### src/rtl/duo_regs_pkg.sv
package duo_regs_pkg;

  localparam int BYTE_W   = 8;
  localparam int NREG     = 16;
  localparam int PTR_W    = $clog2(NREG);
  localparam int NCHAN    = 2;
  localparam int FILE_W   = NREG * BYTE_W;

  // write register indices with behaviour attached
  localparam int WR_RXCTL = 3;
  localparam int WR_TXCTL = 5;
  localparam int WR_MIC   = 9;

  // bit positions
  localparam int RXEN_BIT    = 0;
  localparam int TXEN_BIT    = 3;
  localparam int ST_RXAV     = 0;
  localparam int ST_TXEMPTY  = 2;
  localparam int ST_BRK      = 7;
  localparam int SP_ALLSENT  = 0;
  localparam int MIC_RST_LSB = 6;

  localparam logic [2:0] CMD_HIBANK = 3'd1;

  localparam logic [7:0] STAT_RST = 8'h44;
  localparam logic [7:0] SPEC_RST = 8'h07;

  typedef logic [BYTE_W-1:0] byte_t;

  function automatic byte_t wr_rst_val(input int unsigned idx);
    case (idx)
      4:       return 8'h04;
      9:       return 8'hC0;
      11:      return 8'h08;
      14:      return 8'h30;
      15:      return 8'hF8;
      default: return 8'h00;
    endcase
  endfunction

endpackage

### src/rtl/duo_addr_dec.sv
module duo_addr_dec
  import duo_regs_pkg::*;
#(
  parameter int ADDR_W     = 2,
  parameter int ADDR_SHIFT = 0
) (
  input  logic              bus_sel,
  input  logic              bus_wr,
  input  logic [ADDR_W-1:0] bus_addr,
  output logic [NCHAN-1:0]  ctl_wr,
  output logic [NCHAN-1:0]  ctl_rd,
  output logic [NCHAN-1:0]  dat_wr,
  output logic [NCHAN-1:0]  dat_rd,
  output logic              rd_chan,
  output logic              rd_is_data
);

  localparam int PORT_BIT = ADDR_SHIFT;
  localparam int CHAN_BIT = ADDR_SHIFT + 1;

  logic is_data;
  assign is_data    = bus_addr[PORT_BIT];
  assign rd_chan    = bus_addr[CHAN_BIT];
  assign rd_is_data = is_data;

  for (genvar c = 0; c < NCHAN; c++) begin : g_chan
    logic hit;
    assign hit       = bus_sel && (bus_addr[CHAN_BIT] == 1'(c));
    assign ctl_wr[c] = hit &&  bus_wr && !is_data;
    assign ctl_rd[c] = hit && !bus_wr && !is_data;
    assign dat_wr[c] = hit &&  bus_wr &&  is_data;
    assign dat_rd[c] = hit && !bus_wr &&  is_data;
  end

endmodule

### src/rtl/duo_chan_file.sv
module duo_chan_file
  import duo_regs_pkg::*;
(
  input  logic              clk,
  input  logic              rst_n,
  input  logic              ctl_wr,
  input  logic              ctl_rd,
  input  logic              dat_wr,
  input  logic              dat_rd,
  input  byte_t             wdata,
  input  logic              soft_rst,
  input  logic              rx_valid,
  input  byte_t             rx_byte,
  input  logic              brk,
  output byte_t             ctl_rdata,
  output byte_t             rx_hold,
  output logic              mic_wr,
  output logic              tx_valid,
  output byte_t             tx_data,
  output logic              rx_ready,
  output logic [FILE_W-1:0] wregs_flat
);

  byte_t            wreg_q [NREG];
  byte_t            wreg_d [NREG];
  logic [PTR_W-1:0] ptr_q, ptr_d;
  byte_t            stat_q, stat_d;
  byte_t            spec_q, spec_d;
  byte_t            rxb_q, rxb_d;
  logic             txv_q, txv_d;
  byte_t            txd_q, txd_d;

  logic ptr_home;
  logic rx_accept;
  logic tx_en;

  assign ptr_home  = (ptr_q == '0);
  assign tx_en     = wreg_q[WR_TXCTL][TXEN_BIT];
  assign rx_ready  = wreg_q[WR_RXCTL][RXEN_BIT] && !stat_q[ST_RXAV];
  assign rx_accept = rx_valid && rx_ready;
  assign mic_wr    = ctl_wr && (ptr_q == PTR_W'(WR_MIC));

  // next-state
  always_comb begin
    for (int r = 0; r < NREG; r++) wreg_d[r] = wreg_q[r];
    ptr_d  = ptr_q;
    stat_d = stat_q;
    spec_d = spec_q;
    rxb_d  = rxb_q;
    txv_d  = 1'b0;
    txd_d  = txd_q;

    if (ctl_wr) begin
      if (ptr_home) begin
        ptr_d = {(wdata[5:3] == CMD_HIBANK), wdata[2:0]};
      end else begin
        wreg_d[ptr_q] = wdata;
        ptr_d         = '0;
      end
    end

    if (ctl_rd && !ptr_home) ptr_d = '0;

    if (dat_wr && tx_en) begin
      txv_d              = 1'b1;
      txd_d              = wdata;
      stat_d[ST_TXEMPTY] = 1'b1;
      spec_d[SP_ALLSENT] = 1'b1;
    end

    if (dat_rd) stat_d[ST_RXAV] = 1'b0;

    if (rx_accept) begin
      rxb_d           = rx_byte;
      stat_d[ST_RXAV] = 1'b1;
    end

    if (brk) stat_d[ST_BRK] = 1'b1;

    if (soft_rst) begin
      for (int r = 0; r < NREG; r++) wreg_d[r] = wr_rst_val(r);
      ptr_d  = '0;
      stat_d = STAT_RST;
      spec_d = SPEC_RST;
      rxb_d  = '0;
      txv_d  = 1'b0;
      txd_d  = '0;
    end
  end

  // registers
  always_ff @(posedge clk or negedge rst_n) begin
    if (!rst_n) begin
      for (int r = 0; r < NREG; r++) wreg_q[r] <= wr_rst_val(r);
      ptr_q  <= '0;
      stat_q <= STAT_RST;
      spec_q <= SPEC_RST;
      rxb_q  <= '0;
      txv_q  <= 1'b0;
      txd_q  <= '0;
    end else begin
      for (int r = 0; r < NREG; r++) wreg_q[r] <= wreg_d[r];
      ptr_q  <= ptr_d;
      stat_q <= stat_d;
      spec_q <= spec_d;
      rxb_q  <= rxb_d;
      txv_q  <= txv_d;
      txd_q  <= txd_d;
    end
  end

  always_comb begin
    case (ptr_q)
      PTR_W'(0): ctl_rdata = stat_q;
      PTR_W'(1): ctl_rdata = spec_q;
      default:   ctl_rdata = '0;
    endcase
  end

  assign rx_hold  = rxb_q;
  assign tx_valid = txv_q;
  assign tx_data  = txd_q;

  for (genvar r = 0; r < NREG; r++) begin : g_flat
    assign wregs_flat[r*BYTE_W +: BYTE_W] = wreg_q[r];
  end

  AST_PTR_HOME: assert property (@(posedge clk) disable iff (!rst_n)
    ((ctl_wr || ctl_rd) && !ptr_home) |=> (ptr_q == '0));

  AST_TX_FROM_WRITE: assert property (@(posedge clk) disable iff (!rst_n)
    tx_valid |-> $past(dat_wr));

  AST_RX_TAKEN: assert property (@(posedge clk) disable iff (!rst_n)
    (rx_valid && rx_ready && !soft_rst) |=> stat_q[ST_RXAV]);

  AST_RX_DROPPED: assert property (@(posedge clk) disable iff (!rst_n)
    (rx_valid && !rx_ready && !soft_rst) |=> $stable(rxb_q));

  AST_RD_CLEARS: assert property (@(posedge clk) disable iff (!rst_n)
    (dat_rd && !rx_valid && !soft_rst) |=> !stat_q[ST_RXAV]);

  AST_BRK_SETS: assert property (@(posedge clk) disable iff (!rst_n)
    (brk && !soft_rst) |=> stat_q[ST_BRK]);

endmodule

### src/rtl/duo_chan_regbank.sv
module duo_chan_regbank
  import duo_regs_pkg::*;
#(
  parameter int ADDR_SHIFT = 0,
  parameter int ADDR_W     = 2
) (
  input  logic                      clk,
  input  logic                      rst_n,
  input  logic                      bus_sel,
  input  logic                      bus_wr,
  input  logic [ADDR_W-1:0]         bus_addr,
  input  logic [BYTE_W-1:0]         bus_wdata,
  output logic [BYTE_W-1:0]         bus_rdata,
  output logic [NCHAN-1:0]          tx_valid,
  output logic [NCHAN*BYTE_W-1:0]   tx_data,
  input  logic [NCHAN-1:0]          rx_valid,
  input  logic [NCHAN*BYTE_W-1:0]   rx_data,
  output logic [NCHAN-1:0]          rx_ready,
  input  logic [NCHAN-1:0]          brk_in,
  output logic [NCHAN*FILE_W-1:0]   wreg_out
);

  localparam int CHAN_BIT = ADDR_SHIFT + 1;

  // reset synchronizer: asynchronous assert, synchronous release
  logic [1:0] rst_pipe_q;
  logic       rst_sync_n;

  always_ff @(posedge clk or negedge rst_n) begin
    if (!rst_n) rst_pipe_q <= 2'b00;
    else        rst_pipe_q <= {rst_pipe_q[0], 1'b1};
  end
  assign rst_sync_n = rst_pipe_q[1];

  logic [NCHAN-1:0] ctl_wr, ctl_rd, dat_wr, dat_rd;
  logic             rd_chan, rd_is_data;

  duo_addr_dec #(
    .ADDR_W     (ADDR_W),
    .ADDR_SHIFT (ADDR_SHIFT)
  ) u_dec (
    .bus_sel    (bus_sel),
    .bus_wr     (bus_wr),
    .bus_addr   (bus_addr),
    .ctl_wr     (ctl_wr),
    .ctl_rd     (ctl_rd),
    .dat_wr     (dat_wr),
    .dat_rd     (dat_rd),
    .rd_chan    (rd_chan),
    .rd_is_data (rd_is_data)
  );

  byte_t            ctl_rdata_v [NCHAN];
  byte_t            rx_hold_v   [NCHAN];
  logic [NCHAN-1:0] mic_wr;
  logic [NCHAN-1:0] soft_rst;

  // reset field of register 9, written from either channel; bit 6 -> B, bit 7 -> A
  for (genvar c = 0; c < NCHAN; c++) begin : g_chan
    assign soft_rst[c] = (|mic_wr) && bus_wdata[MIC_RST_LSB + c];

    duo_chan_file u_file (
      .clk        (clk),
      .rst_n      (rst_sync_n),
      .ctl_wr     (ctl_wr[c]),
      .ctl_rd     (ctl_rd[c]),
      .dat_wr     (dat_wr[c]),
      .dat_rd     (dat_rd[c]),
      .wdata      (bus_wdata),
      .soft_rst   (soft_rst[c]),
      .rx_valid   (rx_valid[c]),
      .rx_byte    (rx_data[c*BYTE_W +: BYTE_W]),
      .brk        (brk_in[c]),
      .ctl_rdata  (ctl_rdata_v[c]),
      .rx_hold    (rx_hold_v[c]),
      .mic_wr     (mic_wr[c]),
      .tx_valid   (tx_valid[c]),
      .tx_data    (tx_data[c*BYTE_W +: BYTE_W]),
      .rx_ready   (rx_ready[c]),
      .wregs_flat (wreg_out[c*FILE_W +: FILE_W])
    );

    AST_TX_CHAN: assert property (@(posedge clk) disable iff (!rst_sync_n)
      tx_valid[c] |-> $past(bus_sel && bus_wr && bus_addr[ADDR_SHIFT]
                            && (bus_addr[CHAN_BIT] == 1'(c))));

    AST_SOFT_RST: assert property (@(posedge clk) disable iff (!rst_sync_n)
      soft_rst[c] |=> (wreg_out[(c*NREG + WR_MIC)*BYTE_W +: BYTE_W] == 8'hC0));
  end

  always_comb begin
    bus_rdata = '0;
    if (bus_sel && !bus_wr) begin
      bus_rdata = rd_is_data ? rx_hold_v[rd_chan] : ctl_rdata_v[rd_chan];
    end
  end

endmodule

### config.mk
export PLATFORM = sky130hd
export DESIGN_NAME = duo_chan_regbank
export DESIGN_NICKNAME = d
export VERILOG_FILES = /design/src/rtl/duo_regs_pkg.sv /design/src/rtl/duo_addr_dec.sv /design/src/rtl/duo_chan_file.sv /design/src/rtl/duo_chan_regbank.sv
export SDC_FILE = /design/constraint.sdc
export NUM_CORES = 1
export LEC_CHECK = 0
export ABC_CLOCK_PERIOD_IN_PS = 12900
export BUFFER_PORTS_ARGS = -buffer_cell sky130_fd_sc_hd__buf_2
export CAP_MARGIN = 10
export CELL_PAD_IN_SITES_DETAIL_PLACEMENT = 1
export CELL_PAD_IN_SITES_GLOBAL_PLACEMENT = 1
export CORE_MARGIN = 5
export CORE_UTILIZATION = 27
export DETAILED_ROUTE_END_ITERATION = 8
export PLACE_DENSITY_LB_ADDON = 0.1
export SLEW_MARGIN = 10
export SYNTH_ARGS = -nofsm -noshare
export SYNTH_HDL_FRONTEND = slang
export SYNTH_SLANG_ARGS = --single-unit
### constraint.sdc
create_clock -name clk -period 12.9 [get_ports clk]
set_clock_uncertainty 0.1 [all_clocks]
set_input_delay 2.58 -clock clk [delete_from_list [all_inputs] [get_ports clk]]
set_output_delay 2.58 -clock clk [all_outputs]
set_load 0.05 [all_outputs]
### Word-level counts from Yosys, hierarchy flattened

Cells that the tools add are included.

* register bits after elaboration: 308
* latch bits: 0
* bits in writable memories: 0
* memory bits (read-only): 0
* input port bits: 34
* output and inout bits: 284
* word-level logic and storage cells: 171
* memories kept: 0

* $add $sub $neg: 0
* multipliers: 0
* div/mod/pow operators: 0
* $lt $le $gt $ge: 5
* equal/unequal tests: 7
* shift-type cells: 0
* multiplexer cells: 54
* bitwise operators: 4
* reduce and logical (&&, ||, !) cells: 52

Operators by type and width (count)
* $mux W128: 6
* $bwmux W128: 2
* $mux W8: 20
* $demux W8 S4: 2
* $mux W4: 8
* $pmux W8 S2: 2
* $logic_and A1 B1 Y1: 29
* $reduce_bool A2 Y1: 8
* $mux W1: 14
* $reduce_bool A3 Y1: 4
* $ge A5 B5 Y1 const B: 2
* $lt A5 B1 Y1 const B: 2
* $not A4 Y5: 2
* $eq A4 B1 Y1 const B: 2
* $eq A4 B4 Y1 const B: 2
* $logic_not A4 Y1: 2
* $logic_not A1 Y1: 6
* $ne A2 B1 Y1 const B: 2
* $reduce_and A2 Y1: 2
* $eq A3 B1 Y1 const B: 1
* $ge A2 B2 Y1 const B: 1
* $not A1 Y2: 1
* $reduce_or A2 Y1: 1
* $not A1 Y1: 1

### Longest topological paths before layout

Gate-level depths: netlist of the first run.

* word-level depth: 9
* mapped depth: 8
* depth with buffers taken out: 5

### Modules after synthesis

From an unflattened synthesis of the first run, not the netlist that was laid out.

* cells, all modules: 1158
* area, all modules: 13220.2 µm²

By module, submodules not included
* duo_chan_file: times used 2, cells each 557, area each 6388.6 µm², sequential area each 3792.4 µm²
* duo_chan_regbank: times used 1, cells each 34, area each 331.6 µm², sequential area each 50.0 µm²
* duo_addr_dec: times used 1, cells each 10, area each 111.4 µm², sequential area each 0.0 µm²

### Worst setup path after synthesis of the first run

No wires, ideal clock.

* path type: input -> output
* from: input bus_addr[1]
* to: output bus_rdata[1]
* arrival: 4.321 ns
* data required time: 10.220 ns
* path slack: 5.899 ns
* stages on the path: 4
* buffers on the path: 2
* cells stage by stage: buf_2 buf_2 a311oi_1 a211oi_1

* cells in the longest elaborated chain, start to end: 6
* elaborated cells between the ends (all ways): 9
* those cells by class: 8 x mux; 1 x bitwise

RTL lines
* start: declaration: RTL line duo_chan_regbank.sv:11 `input logic [ADDR_W-1:0] bus_addr,`
* $not A1 Y2 (implied by the code) *: RTL line duo_chan_regbank.sv:94 `bus_rdata = rd_is_data ? rx_hold_v[rd_chan] : ctl_rdata_v[rd_chan];`
* $mux W8 (implied by the code) (3 in a row): RTL line duo_chan_regbank.sv:94
* $mux W8 *: RTL line duo_chan_regbank.sv:94
* $mux W8 *: RTL line duo_chan_regbank.sv:93 `if (bus_sel && !bus_wr) begin`
* end: declaration: RTL line duo_chan_regbank.sv:13 `output logic [BYTE_W-1:0] bus_rdata,`

Every way passes the cells marked *; elsewhere a longest branch is shown, timed or not. The select of a mux whose other input is x is not followed.

### Final worst setup path of the first run

Ends and elaborated chain as after synthesis.

==> results of run 1 <==
## registers in the layout, summed over array words and instances, names as in the netlist
register / flops
g_chan.u_file.rx_hold: 16
g_chan.u_file.stat_q: 4
g_chan.u_file.tx_data: 16
g_chan.u_file.ptr_q: 8
g_chan.u_file.tx_valid: 2
g_chan.u_file.wregs_flat: 256
rst_pipe_q: 2
## power groups by stage
stage	registers, mW	logic, mW	clock network (mW)
final	1.09	0.464	1.09
after detailed placement	1.11	0.472	0
after global placement	1.11	0.468	0
after floorplan	1.30	0.140	0
after CTS	1.09	0.473	1.14
after global routing	1.10	0.496	1.17
## cell type report
| type | count | area share (%) |
|---|---|---|
| clock buffer | 62 | 7.36 |
| sequential | 304 | 47.1 |
| tap | 615 | 4.74 |
| timing repair buffer | 329 | 10.4 |
| multi-input combinational | 730 | 29.7 |
| inverter | 7 | 0.162 |
| clock inverter | 9 | 0.501 |
## cells by family (layout without fill, tap and decap cells)
group,Yosys count,after routing,synth area share (%)
compound gates,104,104,5.22
buf+inv,101,407,3.91
flops,304,304,58.9
mux,204,204,15.8
other cells,1,1,0.0289
simple gates,421,421,16.1
## metal layers
| layer | vias to the layer above | GRT usage (%) |
|---|---|---|
| li1 | 4393 | - |
| met1 | 4965 | 22.9 |
| met2 | 228 | 28.7 |
| met3 | 53 | 5.55 |
| met4 | 0 | 4.51 |
| met5 | - | 0 |
## through the flow
step / util (%) / worst slack (ns) / instances
final: 34.1 / 6.27 / 2056
after global placement: 31.4 / 6.36 / 1985
after global routing: 34.1 / 6.20 / 2056
after detailed placement: 31.4 / 6.28 / 1985
after floorplan: - / 3.74 / 1135
after CTS: 34.1 / 6.28 / 2056
## worst paths after layout
| path | endpoint | start | slack (ns) |
|---|---|---|---|
| min in group clk | rst_pipe_q[1] | rst_pipe_q[0] | 0.25 |
| max in group asynchronous | rst_pipe_q[1] | rst_n | 10.89 |
| setup reg to reg | g_chan[1].u_file.wregs_flat[15] | g_chan[1].u_file.ptr_q[0] | 9.39 |
| hold / removal | g_chan[0].u_file.wregs_flat[25] | rst_pipe_q[1] | 0.21 |
| hold reg to reg | g_chan[0].u_file.wregs_flat[25] | rst_pipe_q[1] | 0.21 |
| setup / recovery | bus_rdata[1] | bus_addr[1] | 6.27 |
## critical path, delay by kind of cell
family | cells | cell delay (ns)
buf+inv | 3 | 0.78
compound gates | 2 | 0.40
simple gates | 1 | 0.18
## cells in the final DEF, fill, tap and decap left out, drive strengths merged, types with 3 or more instances in the layout
master and count:
nand4b 3, and3 5, nor2b 25, nand2 110
mux2i 203, nand3 33, nand4 12, dfrtp 282
and2 3, nor2 210, o21ai 20, clkinv 8
and2b 3, o22ai 19, clkbuf 62, a21oi 33
dfstp 22, a211oi 4, a31o 7, inv 7
o211ai 5, a22oi 9, buf 329, and4bb 3
==> impl_metrics.csv, run 1 <==
group,metric,value,unit
placement,dp_hpwl,30.6,mm
power_and_ir_drop,p_leak,9.73,nW
synthesis,avgSynthCellArea,11.4,sq um
clocking,cts_buffers,40,
power_and_ir_drop,internal-power,1.79,mW
die,die_h,229,um
die,ioPinCount,318,
die,die_area,0.0525,sq mm
detailed_routing,highest_layer,"met4",
layout,multi_input_area,0.00482,sq mm
sta,finalHoldViolations,0,
clocking,insertion_delay,0.55,ns
synthesis,synthCells,1135,
layout,drive_gt1_share,31.3,%
synthesis,yosysWarnings,0,
power_and_ir_drop,switching_power,0.854,mW
min_path,hold_class,"register to async pin",
placement,gp_congestion,0.765,
outcome,status,"finished, final reports clean",
synthesis,yosysMostFrequentCell,"dfrtp_1",
placement,io_buffers,317,
detailed_routing,wl_met3,3.15,mm
detailed_routing,wire_per_inst,22.8,um
power_and_ir_drop,swShare,32.3,%
power_and_ir_drop,power,2.65,mW
clocking,cts_max_level,2,
sta,drv_slew,0,
clocking,ctsRootBufferMaster,"clkbuf_16",
flow_run,cap_violations,0,
global_route,grt_pass1_vias,10500,
worst_setup_path,cpPeakStageDelay,0.40,ns
synthesis,synth_flop_cell,"dfrtp_1",
clocking,cts_resized,0,
synthesis,syn_nets,1169,
synthesis,synth_area,0.0130,sq mm
global_route,grt_pass1_wl,71.5,mm
die,initial_core_util,27.2,%
sta,worst_slew_pin_slew,1.15,ns
power_and_ir_drop,combPwrFrac,17.5,%
sta,hold_ws,0.215,ns
global_route,grt_antenna_before_repair,0,
synthesis,ys_seq_area_share,58.9,%
clocking,path_clk_slew,0.06,ns
detailed_routing,drc,0,
detailed_routing,drt_iter0_drc,484,
global_route,grt.total_usage,17.6,%
worst_setup_path,cp_cell_sequence,"buf_2 > inv_1 > and3_1 > a311oi_1 > a211oi_1 > buf_2",
die,rows,80,
synthesis,yosys-top-cells-count,"282 x dfrtp_1, 208 x nor2_1, 203 x mux2i_1",
clocking,ctsLongestPathBuffers,3,
worst_setup_path,crit_required,10.22,ns
sta,slew_headroom,23.1,%
sta,fin_crit_sh,51.4,%
detailed_routing,routed_via_density,4.69,
clocking,cts_tree,"yes",
sta,setup_viol,0,
placement,dpl_cell_area,0.0149,sq mm
sta,rsz0062_at_grt,"no",
layout,insertedDiodeCount,0,
clocking,cts_hold_buf,0,
worst_setup_path,criticalPathCategory,"input port to output port",
layout,seq_area,0.00764,sq mm
die,core-area,0.0476,sq mm
sta,fmax,151,MHz
global_route,overflow,0,
worst_setup_path,worst_path_max_delay_cell,"buf_2",
detailed_routing,wl,47.0,mm
synthesis,synthTopCellsByArea,"dfrtp_1 54%, mux2i_1 16%, nor2_1 6.0%",
detailed_routing,wl_met1,20.6,mm
layout,area_growth,25.1,%
synthesis,async_flop_share,100,%
sta,tns,0,ns
worst_setup_path,reg2reg_depth,5,
detailed_routing,route.met2.wl,22.3,mm
layout,final_area,0.0162,sq mm
worst_setup_path,setup.worst_path.end_class,"output port",
global_route,grt_max_degree,151,
detailed_routing,drtPass1Iterations,4,
worst_setup_path,start_kind,"input port",
synthesis,synth.distinct_cells,52,
clocking,post_cts_buffers,0,
power_and_ir_drop,ir_worst_vdd,0.0845,mV
power_and_ir_drop,power_density,163,mW/mm^2
layout,final_nets,1446,
synthesis,yosysTopAreaCellShare,54.4,%
worst_setup_path,cp_common_cell,"buf_2",
synthesis,synth_enable_flop_cells,0,
layout,n_fill_cell,5288,
sta,finalCriticalPeriod,6.63,ns
power_and_ir_drop,seqPwrFrac,41.3,%
power_and_ir_drop,p_clk_share,41.2,%
synthesis,synth_area_leader_cell,"dfrtp_1",
detailed_routing,route.vias.total,9639,
worst_setup_path,crit_fanout,22,
die,fp.dieW,229,um
synthesis,synth_seq_cells,304,
detailed_routing,drt.antenna.violating_nets,0,
worst_setup_path,cp.arrival,3.95,ns
clocking,clock-sinks,304,
Note: power is estimated with default switching activity, not from simulation.
==> run 2: changes to the inputs <==
--- a/config.mk
+++ b/config.mk
@@ -5,7 +5,7 @@
 export SDC_FILE = /design/constraint.sdc
 export NUM_CORES = 1
 export LEC_CHECK = 0
-export ABC_CLOCK_PERIOD_IN_PS = 12900
+export ABC_CLOCK_PERIOD_IN_PS = 5600
 export BUFFER_PORTS_ARGS = -buffer_cell sky130_fd_sc_hd__buf_2
 export CAP_MARGIN = 10
 export CELL_PAD_IN_SITES_DETAIL_PLACEMENT = 1
==> constraint.sdc (replaced) <==
create_clock -name clk -period 5.6 [get_ports clk]
set_clock_uncertainty 0.1 [all_clocks]
set_input_delay 1.12 -clock clk [delete_from_list [all_inputs] [get_ports clk]]
set_output_delay 1.12 -clock clk [all_outputs]
set_load 0.05 [all_outputs]
==> impl_metrics.csv, run 2 (same netlist as run 1, synthesis figures left out) <==
group,metric,value,unit
outcome,status,"finished, final reports clean",
clocking,ctsLongestPathBuffers,3,
sta,fmax,249,MHz
detailed_routing,wl_met3,3.17,mm
sta,worst_slew_pin_slew,1.08,ns
sta,finalHoldViolations,0,
power_and_ir_drop,power_density,375,mW/mm^2
clocking,clock-sinks,304,
worst_setup_path,setup.worst_path.end_class,"output port",
detailed_routing,highest_layer,"met4",
sta,fin_crit_sh,71.8,%
layout,n_fill_cell,5323,
layout,layout_commonest_cell,"buf_2",
detailed_routing,drt.antenna.violating_nets,0,
layout,largest_register_ffs,256,
flow_run,cap_violations,0,
worst_setup_path,cp.arrival,2.80,ns
min_path,hold_class,"register to async pin",
power_and_ir_drop,ir_worst_vdd,0.233,mV
layout,final_cell_mix,"317 x buf_2, 281 x dfrtp_1, 208 x nor2_1",
detailed_routing,wl_met1,20.6,mm
detailed_routing,drc,0,
sta,hold_ws,0.0778,ns
global_route,grt.total_usage,17.6,%
clocking,path_clk_slew,0.06,ns
global_route,grt_max_degree,166,
clocking,cts_buffers,38,
layout,final_nets,1442,
detailed_routing,route.vias.total,9565,
global_route,overflow,0,
die,core-area,0.0476,sq mm
power_and_ir_drop,power,6.08,mW
placement,io_buffers,317,
detailed_routing,wl,46.6,mm
clocking,post_cts_buffers,0,
layout,area_growth,25.1,%
global_route,grt_pass1_vias,10500,
global_route,grt_antenna_before_repair,0,
detailed_routing,drt_iter0_drc,458,
worst_setup_path,crit_fanout,11,
die,fp.dieW,229,um
clocking,cts_hold_buf,0,
die,die_h,229,um
clocking,cts_tree,"yes",
layout,final_util,34.0,%
clocking,cts_max_level,2,
worst_setup_path,start_kind,"register",
sta,rsz0062_at_grt,"no",
sta,tns,0,ns
detailed_routing,wire_per_inst,22.7,um
clocking,cts_resized,0,
clocking,ctsRootBufferMaster,"clkbuf_16",
layout,drive_gt1_share,31.2,%
placement,gp_congestion,0.739,
die,die_area,0.0525,sq mm
worst_setup_path,crit_required,4.38,ns
worst_setup_path,criticalPathCategory,"register to output port",
power_and_ir_drop,p_leak,9.72,nW
global_route,grt_pass1_wl,70.9,mm
layout,final_cells,2051,
detailed_routing,route.met2.wl,21.8,mm
placement,dp_cells,1983,
die,initial_core_util,27.2,%
sta,drv_slew,0,
detailed_routing,routed_via_density,4.66,
clocking,insertion_delay,0.55,ns
sta,finalCriticalPeriod,4.02,ns
sta,setup_viol,0,
placement,dp_hpwl,30.3,mm
detailed_routing,drtPass1Iterations,4,
die,rows,80,
die,ioPinCount,318,
layout,insertedDiodeCount,0,
sta,slew_headroom,28.1,%
==> run 2: cell types whose count changed in the layout (fill, tap and decap cells not counted) <==
cell	change
clkbuf_1	-2
clkinv_4	-1
clkbuf_8	-1
bufinv_16	+2
clkbuf_16	-2
inv_6	-1
buf_4	-4
buf_12	+2
clkinv_2	+2
==> run 2: path summary, 6_finish.rpt <==
check                                           from  cells after the start                         endpoint  slack [ns]
hold reg to reg                        rst_pipe_q[1]                      0  g_chan[1].u_file.wregs_flat[93]        0.08
setup reg to reg           g_chan[1].u_file.ptr_q[0]                      4  g_chan[0].u_file.wregs_flat[46]        2.87
hold / removal                         rst_pipe_q[1]                      0  g_chan[1].u_file.wregs_flat[93]        0.08
setup / recovery           g_chan[1].u_file.ptr_q[0]                      4                     bus_rdata[1]        1.58
max in group asynchronous              rst_pipe_q[1]                      1      g_chan[0].u_file.rx_hold[4]        4.05
min in group clk                       rst_pipe_q[0]                      0                    rst_pipe_q[1]        0.25
==> run 2: metal layers <==
metal  vias to the layer above  global-route usage (%)
met5                         -                       0
met4                         0                    4.87
met3                        68                    5.59
met2                       218                    28.5
met1                      4894                    22.7
li1                       4385                       -
==> run 2: cell type report <==
class	count	area, sq um	area share, %
Clock inverter	11	134	0.826
Inverter	7	26.3	0.162
Multi-Input combinational cell	730	4820	29.8
Clock buffer	57	1120	6.93
Sequential cell	304	7640	47.1
Tap cell	615	769	4.75
Timing Repair Buffer	327	1700	10.5
==> run 2: per-stage QoR <==
| stage | instance area [sq um] | worst slack, ns |
|---|---|---|
| finish | 16200 | 1.58 |
| global route | 16200 | 1.40 |
| detailed placement | 15000 | 1.77 |
| CTS | 16200 | 1.53 |
| floorplan | 13000 | 0.545 |
| global placement | 15000 | 1.86 |
==> run 2: where the power goes <==
group,total (mW),internal [mW],switching (mW)
Sequential,2.51,2.38,0.132
Clock,2.50,1.52,0.979
Combinational,1.07,0.238,0.830
Total,6.08,4.14,1.94
==> run 2: worst max-delay path, stage by stage (launching register included) <==
cell and delay (ns):
dfrtp_1 0.69, nor2b_1 0.70, a311oi_1 0.22, a211oi_1 0.33
buf_2 0.34
==> run 3: changes to the inputs <==
--- a/config.mk
+++ b/config.mk
@@ -5,7 +5,7 @@
 export SDC_FILE = /design/constraint.sdc
 export NUM_CORES = 1
 export LEC_CHECK = 0
-export ABC_CLOCK_PERIOD_IN_PS = 5600
+export ABC_CLOCK_PERIOD_IN_PS = 3300
 export BUFFER_PORTS_ARGS = -buffer_cell sky130_fd_sc_hd__buf_2
 export CAP_MARGIN = 10
 export CELL_PAD_IN_SITES_DETAIL_PLACEMENT = 1
==> constraint.sdc (replaced) <==
create_clock -name clk -period 3.3 [get_ports clk]
set_clock_uncertainty 0.1 [all_clocks]
set_input_delay 0.66 -clock clk [delete_from_list [all_inputs] [get_ports clk]]
set_output_delay 0.66 -clock clk [all_outputs]
set_load 0.05 [all_outputs]
==> impl_metrics.csv, run 3 (same netlist as run 1, synthesis figures left out) <==
group,metric,value,unit
layout,final_cells,2088,
global_route,grt_max_degree,84,
worst_setup_path,cpPeakStageDelay,0.57,ns
die,ioPinCount,318,
global_route,grt_pass1_wl,73.4,mm
worst_setup_path,cp.arrival,2.39,ns
detailed_routing,drc,0,
global_route,grt_pass1_vias,10600,
sta,fin_crit_sh,95.5,%
worst_setup_path,r2r-end,"g_chan[1].u_file.wregs_flat[127]",
worst_setup_path,reg2reg_depth,5,
power_and_ir_drop,ir_worst_vdd,0.323,mV
die,die_area,0.0525,sq mm
global_route,overflow,0,
layout,final_nets,1479,
layout,layout_commonest_cell,"buf_2",
clocking,insertion_delay,0.55,ns
layout,drive_gt1_share,32.7,%
sta,tns,0,ns
worst_setup_path,crit_fanout,3,
clocking,clock-sinks,304,
detailed_routing,route.vias.total,9678,
placement,dp_hpwl,33.2,mm
outcome,status,"finished, final reports clean",
layout,n_fill_cell,5301,
power_and_ir_drop,power_density,628,mW/mm^2
worst_setup_path,start_kind,"register",
sta,setup_viol,0,
global_route,grt.total_usage,18.2,%
clocking,cts_max_level,2,
worst_setup_path,setup.worst_path.end_class,"output port",
layout,final_cell_mix,"317 x buf_2, 281 x dfrtp_1, 208 x nor2_1",
detailed_routing,routed_via_density,4.64,
placement,gp_congestion,0.777,
sta,finalCriticalPeriod,3.15,ns
detailed_routing,drt.antenna.violating_nets,0,
worst_setup_path,cp_cell_sequence,"or4_4 > nor3b_1 > a311oi_1 > a211oi_1 > buf_2",
detailed_routing,drt_iter0_drc,455,
layout,multi_input_area,0.00483,sq mm
worst_setup_path,worst_path_max_delay_cell,"or4_4",
placement,io_buffers,317,
clocking,cts_tree,"yes",
sta,finalHoldViolations,0,
clocking,path_clk_slew,0.05,ns
sta,drv_slew,0,
sta,fmax,317,MHz
worst_setup_path,crit_required,2.54,ns
worst_setup_path,r2r_slack,0.95,ns
clocking,ctsLongestPathBuffers,3,
die,rows,80,
worst_setup_path,criticalPathCategory,"register to output port",
layout,largest_register_ffs,256,
sta,rsz0062_at_grt,"no",
layout,seq_area,0.00764,sq mm
sta,slew_headroom,50.6,%
power_and_ir_drop,power,10.4,mW
die,core-area,0.0476,sq mm
worst_setup_path,r2r_start,"g_chan[1].u_file.ptr_q[2]",
detailed_routing,wl,48.4,mm
power_and_ir_drop,p_leak,9.94,nW
flow_run,cap_violations,0,
global_route,grt_antenna_before_repair,1,
min_path,hold_class,"register to async pin",
clocking,cts_buffers,39,
detailed_routing,drtPass1Iterations,4,
die,initial_core_util,27.2,%
sta,worst_slew_pin_slew,0.741,ns
placement,dp_cells,2018,
detailed_routing,wire_per_inst,23.2,um
die,fp.dieW,229,um
die,die_h,229,um
clocking,ctsRootBufferMaster,"clkbuf_16",
layout,area_growth,28.2,%
[run 3: final cells by class]
class	instances	share of cell area (%)
diodes	1	0.0151
clock buffers	64	7.36
clock inverters	4	0.422
inverters	7	0.158
multi-input cells	730	29.1
flip-flops and latches	304	46.0
well taps	615	4.63
repair buffers	363	12.4
[run 3: worst max path at each step]
stage                                   start      endpoint  cells after the start
global route        g_chan[0].u_file.ptr_q[3]  bus_rdata[7]                      5
global placement                  bus_addr[1]  bus_rdata[1]                      6
CTS                 g_chan[0].u_file.ptr_q[3]  bus_rdata[7]                      5
finish              g_chan[0].u_file.ptr_q[3]  bus_rdata[7]                      5
floorplan           g_chan[0].u_file.ptr_q[0]  bus_rdata[7]                      5
detailed placement                bus_addr[1]  bus_rdata[1]                      6
[run 3: report_power, final]
| part | switching, mW | leakage, nW | internal [mW] | total [mW] |
|---|---|---|---|---|
| clock network | 1.63 | 0.635 | 2.67 | 4.30 |
| logic | 1.46 | 5.19 | 0.447 | 1.90 |
| registers | 0.190 | 4.11 | 4.04 | 4.23 |
| total | 3.28 | 9.94 | 7.16 | 10.4 |
[run 3: critical path: cells and delay by family, from the launching register on]
family,cells,cell delay (ns)
DFF,1,0.37
buffers and inverters,1,0.31
and+or+nand+nor,2,0.82
AOI/OAI and AO/OA,2,0.35
[run 3: repair_timing]
action,4_1_cts,5_1_grt
hold endpoints to repair,2,0
resized for setup,1,0
setup endpoints to repair,1,0
buffers inserted,0,0
hold buffers,1,0
[run 3: layer usage]
| metal | global-route usage [%] | share of wire, % |
|---|---|---|
| met1 | 23.8 | 44 |
| met2 | 29.9 | 48 |
| met3 | 5.34 | 6.5 |
| met4 | 4.34 | 1.6 |
| met5 | 0 | 0 |
[run 3: per-stage QoR]
| step | instance area [sq um] | utilization [%] | setup WS, ns | hold WS (ns) |
|---|---|---|---|---|
| floorplan | 13000 | - | 0.0728 | 0.231 |
| global placement | 15300 | 32.1 | 0.522 | 0.213 |
| detailed placement | 15300 | 32.1 | 0.494 | 0.214 |
| CTS | 16600 | 34.9 | 0.103 | 0.220 |
| global route | 16600 | 34.9 | 0.0897 | 0.240 |
| finish | 16600 | 34.9 | 0.149 | 0.194 |
